$ cat config.mk
export PLATFORM = sky130hd
export DESIGN_NAME = soft_irq_bank
export DESIGN_NICKNAME = d
export VERILOG_FILES = /design/src/rtl/soft_irq_pkg.sv /design/src/rtl/soft_irq_decode.sv /design/src/rtl/soft_irq_cell.sv /design/src/rtl/soft_irq_rdport.sv /design/src/rtl/soft_irq_bank.sv
export SDC_FILE = /design/constraint.sdc
export NUM_CORES = 1
export LEC_CHECK = 0
export BUFFER_PORTS_ARGS = -buffer_cell sky130_fd_sc_hd__buf_2
export CAP_MARGIN = 20
export CORE_MARGIN = 1
export CORE_UTILIZATION = 29
export CTS_CLUSTER_DIAMETER = 120
export DETAILED_ROUTE_END_ITERATION = 8
export PLACE_DENSITY = 0.79
export SLEW_MARGIN = 20
export SYNTH_ARGS = -nofsm -noshare
export SYNTH_HDL_FRONTEND = slang
export SYNTH_SLANG_ARGS = --single-unit
$ cat constraint.sdc
create_clock -name clk -period 1.28 [get_ports clk]
set_clock_uncertainty 0.05 [all_clocks]
set_input_delay 0.064 -clock clk [delete_from_list [all_inputs] [get_ports clk]]
set_output_delay 0.064 -clock clk [all_outputs]
set_load 0.02 [all_outputs]
$ cat src/rtl/soft_irq_pkg.sv
package soft_irq_pkg;

    localparam int WORD_W = 32;
    localparam logic [1:0] SIZE_WORD = 2'b10;

    typedef enum logic {
        MODE_PLAIN    = 1'b0,
        MODE_DOORBELL = 1'b1
    } sip_mode_e;

    // decoded access for one cycle
    typedef struct packed {
        logic wr;    // valid write to some hart
        logic rd;    // any read request
        logic wbit;  // data bit 0
    } sip_acc_t;

    typedef struct packed {
        logic pend;
    } sip_cell_t;

    typedef struct packed {
        logic              rvalid;
        logic [WORD_W-1:0] rdata;
    } sip_rd_t;

endpackage

$ cat src/rtl/soft_irq_decode.sv
module soft_irq_decode
    import soft_irq_pkg::*;
#(
    parameter int NUM_HARTS = 4,
    parameter int ADDR_W    = 8
) (
    input  logic                 bus_valid,
    input  logic                 bus_write,
    input  logic [ADDR_W-1:0]    bus_addr,
    input  logic [1:0]           bus_size,
    input  logic [WORD_W-1:0]    bus_wdata,
    output sip_acc_t             acc,
    output logic [NUM_HARTS-1:0] sel
);
    localparam int IDX_W = ADDR_W - 2;

    logic [IDX_W-1:0] idx;
    logic             shape_ok;
    logic             in_range;
    logic             ok;

    always_comb begin
        idx      = bus_addr[ADDR_W-1:2];
        shape_ok = (bus_size == SIZE_WORD) && (bus_addr[1:0] == 2'b00);
        in_range = ({{(32-IDX_W){1'b0}}, idx} < 32'(NUM_HARTS));
        ok       = bus_valid && shape_ok && in_range;

        acc.wr   = ok && bus_write;
        acc.rd   = bus_valid && !bus_write;
        acc.wbit = bus_wdata[0];
    end

    for (genvar k = 0; k < NUM_HARTS; k++) begin : g_sel
        assign sel[k] = ok && (idx == IDX_W'(k));
    end

endmodule

$ cat src/rtl/soft_irq_cell.sv
module soft_irq_cell
    import soft_irq_pkg::*;
#(
    parameter sip_mode_e MODE = MODE_PLAIN
) (
    input  logic     clk,
    input  logic     rst_n,
    input  logic     sel,
    input  sip_acc_t acc,
    input  logic     clr,
    output logic     pend
);
    sip_cell_t st_d, st_q;

    if (MODE == MODE_PLAIN) begin : g_plain
        always_comb begin
            st_d = st_q;
            if (sel && acc.wr) begin
                st_d.pend = acc.wbit;
            end
        end
    end else begin : g_doorbell
        always_comb begin
            st_d = st_q;
            if (clr) begin
                st_d.pend = 1'b0;
            end
            // a set in the same cycle overrides the clear
            if (sel && acc.wr && acc.wbit) begin
                st_d.pend = 1'b1;
            end
        end
    end

    always_ff @(posedge clk or negedge rst_n) begin
        if (!rst_n) begin
            st_q <= '0;
        end else begin
            st_q <= st_d;
        end
    end

    assign pend = st_q.pend;

endmodule

$ cat src/rtl/soft_irq_rdport.sv
module soft_irq_rdport
    import soft_irq_pkg::*;
#(
    parameter int        NUM_HARTS = 4,
    parameter sip_mode_e MODE      = MODE_PLAIN
) (
    input  logic                 clk,
    input  logic                 rst_n,
    input  sip_acc_t             acc,
    input  logic [NUM_HARTS-1:0] sel,
    input  logic [NUM_HARTS-1:0] pend,
    output logic [WORD_W-1:0]    rdata,
    output logic                 rvalid
);
    sip_rd_t rd_d, rd_q;

    always_comb begin
        rd_d        = '0;
        rd_d.rvalid = acc.rd;
        if (MODE == MODE_PLAIN && acc.rd) begin
            rd_d.rdata[0] = |(sel & pend);
        end
    end

    always_ff @(posedge clk or negedge rst_n) begin
        if (!rst_n) begin
            rd_q <= '0;
        end else begin
            rd_q <= rd_d;
        end
    end

    assign rdata  = rd_q.rdata;
    assign rvalid = rd_q.rvalid;

endmodule

$ cat src/rtl/soft_irq_bank.sv
module soft_irq_bank
    import soft_irq_pkg::*;
#(
    parameter int        NUM_HARTS = 4,
    parameter int        ADDR_W    = 8,
    parameter sip_mode_e MODE      = MODE_PLAIN
) (
    input  logic                 clk,
    input  logic                 rst_n,
    input  logic                 bus_valid,
    input  logic                 bus_write,
    input  logic [ADDR_W-1:0]    bus_addr,
    input  logic [1:0]           bus_size,
    input  logic [31:0]          bus_wdata,
    output logic [31:0]          bus_rdata,
    output logic                 bus_rvalid,
    input  logic [NUM_HARTS-1:0] hart_clr,
    output logic [NUM_HARTS-1:0] sw_irq
);
    sip_acc_t             acc;
    logic [NUM_HARTS-1:0] sel;

    soft_irq_decode #(
        .NUM_HARTS (NUM_HARTS),
        .ADDR_W    (ADDR_W)
    ) decode_i (
        .bus_valid (bus_valid),
        .bus_write (bus_write),
        .bus_addr  (bus_addr),
        .bus_size  (bus_size),
        .bus_wdata (bus_wdata),
        .acc       (acc),
        .sel       (sel)
    );

    for (genvar k = 0; k < NUM_HARTS; k++) begin : g_hart
        soft_irq_cell #(
            .MODE (MODE)
        ) cell_i (
            .clk   (clk),
            .rst_n (rst_n),
            .sel   (sel[k]),
            .acc   (acc),
            .clr   (hart_clr[k]),
            .pend  (sw_irq[k])
        );
    end

    soft_irq_rdport #(
        .NUM_HARTS (NUM_HARTS),
        .MODE      (MODE)
    ) rdport_i (
        .clk    (clk),
        .rst_n  (rst_n),
        .acc    (acc),
        .sel    (sel),
        .pend   (sw_irq),
        .rdata  (bus_rdata),
        .rvalid (bus_rvalid)
    );

endmodule

==> Flow_metrics.wiki <==
{| class="wikitable"
! Metric !! Value
|-
| Result of the run || complete, no violations
|-
| Clock Sinks || 6
|-
| Fin util || 36.8%
|-
| Detailed router's first-iteration violation count || 19
|-
| Async set-reset flop share out of synthesis || 100%
|-
| Worst slack at placement || -213 ps
|-
| 1st-pass router iterations || 4
|-
| Vias per std cell || 3.71
|-
| Sequential cell area fraction in the yosys report || 25.4%
|-
| Max_cap viols || 0
|-
| Top FF cell, synth || dfrtp_1
|-
| Num ports || 87
|-
| Weighted congestion reported at the end of routability-driven placement || 0.630
|-
| Power density over cell area || 764 mW/mm²
|-
| Global-route usage over all layers || 9.73%
|-
| Worst-path clk slew || 40 ps
|-
| Synthesized netlist cell count || 62
|-
| Buffers inserted during post-CTS setup optimization || 0
|-
| Clock buffer depth || 2
|-
| Mean routed wirelength per cell || 8.84 µm
|-
| Reg2reg setup slack || 140 ps
|-
| Detailed Place HPWL || 815 µm
|-
| H-tree depth reported by CTS || 1
|-
| Leading cell type by number of instances after synthesis || buf_4
|-
| Setup repair after global routing missed its margin || true
|-
| Post-route non-filler standard cell count || 110
|-
| Kind of end point of the critical path || flop
|-
| Share of cells above drive strength 1 || 42.4%
|-
| Element type at the critical path start || input pin
|-
| Max incr delay on CP || 590 ps
|-
| Number of hold violations in the final report || 0
|-
| Count of standard-cell rows || 15
|-
| Horizontal die dimension || 47.1 µm
|-
| Pin count of the biggest net entering global routing || 7
|-
| Number of nets in the layout || 137
|-
| Residual DRC || 0
|-
| Core region area || 0.00182 mm²
|-
| Top cells by area in the synthesized netlist || buf_4 (44%), dfrtp_1 (25%), mux2_1 (7.6%)
|-
| Worst Hold Class || in2reg
|-
| Port Buffer Count || 20
|-
| Maximum fanout along the worst path || 5
|-
| Die Span Y || 47.1 µm
|-
| Post-route clock period utilization || 96.3%
|-
| Post-synthesis register bit count || 6
|-
| Global-route wire length before repair || 1390 µm
|-
| Syn_area_per_cell || 9.53 µm²
|-
| Critical path arrival || 1290 ps
|-
| Area fraction of the dominant cell type after synthesis || 44.5%
|-
| Fill cell count || 191
|-
| Cts bufs inserted || 3
|-
| Syn Std Cell Area || 591 µm²
|-
| Post-synthesis cell type with the largest combined area || buf_4
|-
| Initial antenna violation count || 0
|-
| Total design power || 513 µW
|-
| Clock tree from TritonCTS || yes
|-
| Post-route design area || 671 µm²
|-
| Final setup vio count || 0
|-
| Initial Util || 32.4%
|-
| Library cell contributing the largest single delay on the critical path || or4b_4
|-
| Setup WS post-layout || 47.0 ps
|-
| Data required time of the critical path || 1340 ps
|-
| DIE AREA || 0.00222 mm²
|-
| Overall overflow remaining after global route || 0
|-
| Post-layout min period || 1230 ps
|-
| Placed instance area || 629 µm²
|-
| Number of flops mapped to enable cells by yosys || 0
|-
| Pins Over Slew Limit || 0
|-
| Synthesis-to-finish area growth || 13.6%
|-
| Cell family with most CP delay || simple AND/OR/NAND/NOR gates
|-
| Number of nets with antenna violations after routing || 0
|-
| Synth warnings || 0
|-
| Worst-case vdd ir drop || 0.573 mV
|-
| Critical Path, Cell by Cell || buf_2 > or4b_4 > nor4_2 > mux2_1
|-
| Type of the worst setup path || in2reg
|-
| Number of global-route vias before repair || 353
|-
| Ranking of synthesized cells by instance count || buf_4 (35), dfrtp_1 (6), mux2_1 (4), nor4_1 (4)
|-
| Leakage Power || 0.000377 µW
|-
| Yosys cell types || 15
|-
| Highest clock frequency the design can meet || 811 MHz
|-
| Clock latency of the later-clocked register in the worst-skew pair || 240 ps
|-
| Final wirelength || 972 µm
|-
| Root Buffer || clkbuf_4
|-
| Diode insertion count for antenna repair || 0
|-
| Cell count after placement || 106
|-
| Total buffers and inverters traversed by the critical path || 1
|-
| Via total after detailed routing || 408
|}
-- where the power goes --
part | internal, µW | total [µW] | switching (µW)
clock network | 105 | 165 | 59.6
registers | 193 | 194 | 1.02
logic | 38.8 | 153 | 115
-- layout make-up --
cell class              instances  area [µm²]  share of cell area, %
clock buffers                   3        22.5                   3.36
multi-input cells              51         327                   48.7
flip-flops and latches          6         150                   22.4
well taps                      25        31.3                   4.66
repair buffers                 25         140                   20.9
-- state kept, by name, summed over array words and instances (netlist names) --
signal	flops
rdport_i.rdata	1
rdport_i.rvalid	1
g_hart.cell_i.pend	4
-- layer usage --
metal	wire (µm)	track usage [%]	up-vias
met5	0	0	-
met4	25	0	0
met3	117	6.92	2
met2	491	18.6	36
met1	339	8.86	178
li1	-	-	192
-- through the flow --
step                      hold WS [ps]  TNS, ps
final                             49.9        0
after detailed placement          -157     -745
after floorplan                   -282    -46.2
after CTS                         48.2        0
after global routing              65.4    -4.58
after global placement            -159     -607
-- cells in the final DEF (no fill, tap or decap), drive strengths merged --
| cell | instances |
|---|---|
| nand3 | 1 |
| mux4 | 1 |
| and3 | 1 |
| mux2 | 4 |
| buf | 24 |
| or4b | 1 |
| clkbuf | 3 |
| or2 | 1 |
| or3b | 2 |
| nor2b | 1 |
| nor4 | 4 |
| nor2 | 1 |
| nand3b | 2 |
| conb | 31 |
| dfrtp | 6 |
| dlygate4sd3 | 1 |
| nor3b | 1 |
-- worst paths after layout --
check / startpoint / end / cells past startpoint
worst min register to register: g_hart[2].cell_i.pend / g_hart[2].cell_i.pend / 1
worst max register to register: g_hart[0].cell_i.pend / rdport_i.rdata[0] / 2
worst min-delay path: bus_wdata[0] / g_hart[1].cell_i.pend / 2
max in group asynchronous: rst_n / g_hart[0].cell_i.pend / 2
worst max-delay path: bus_addr[0] / g_hart[0].cell_i.pend / 4
min in group asynchronous: rst_n / g_hart[1].cell_i.pend / 2
-- cell families after synthesis --
kind of cell | share of synthesized area (%)
buffers and inverters | 44.5
AND/OR/NAND/NOR | 18.0
flip-flops | 25.4
multiplexers | 11.4
other | 0.635
-- what timing repair did --
item	CTS	global route
hold endpoints to repair	6	0
gates resized for setup	0	1
hold buffers	1	0
setup endpoints to repair	0	1
Note: power is estimated with default switching activity, not from simulation.
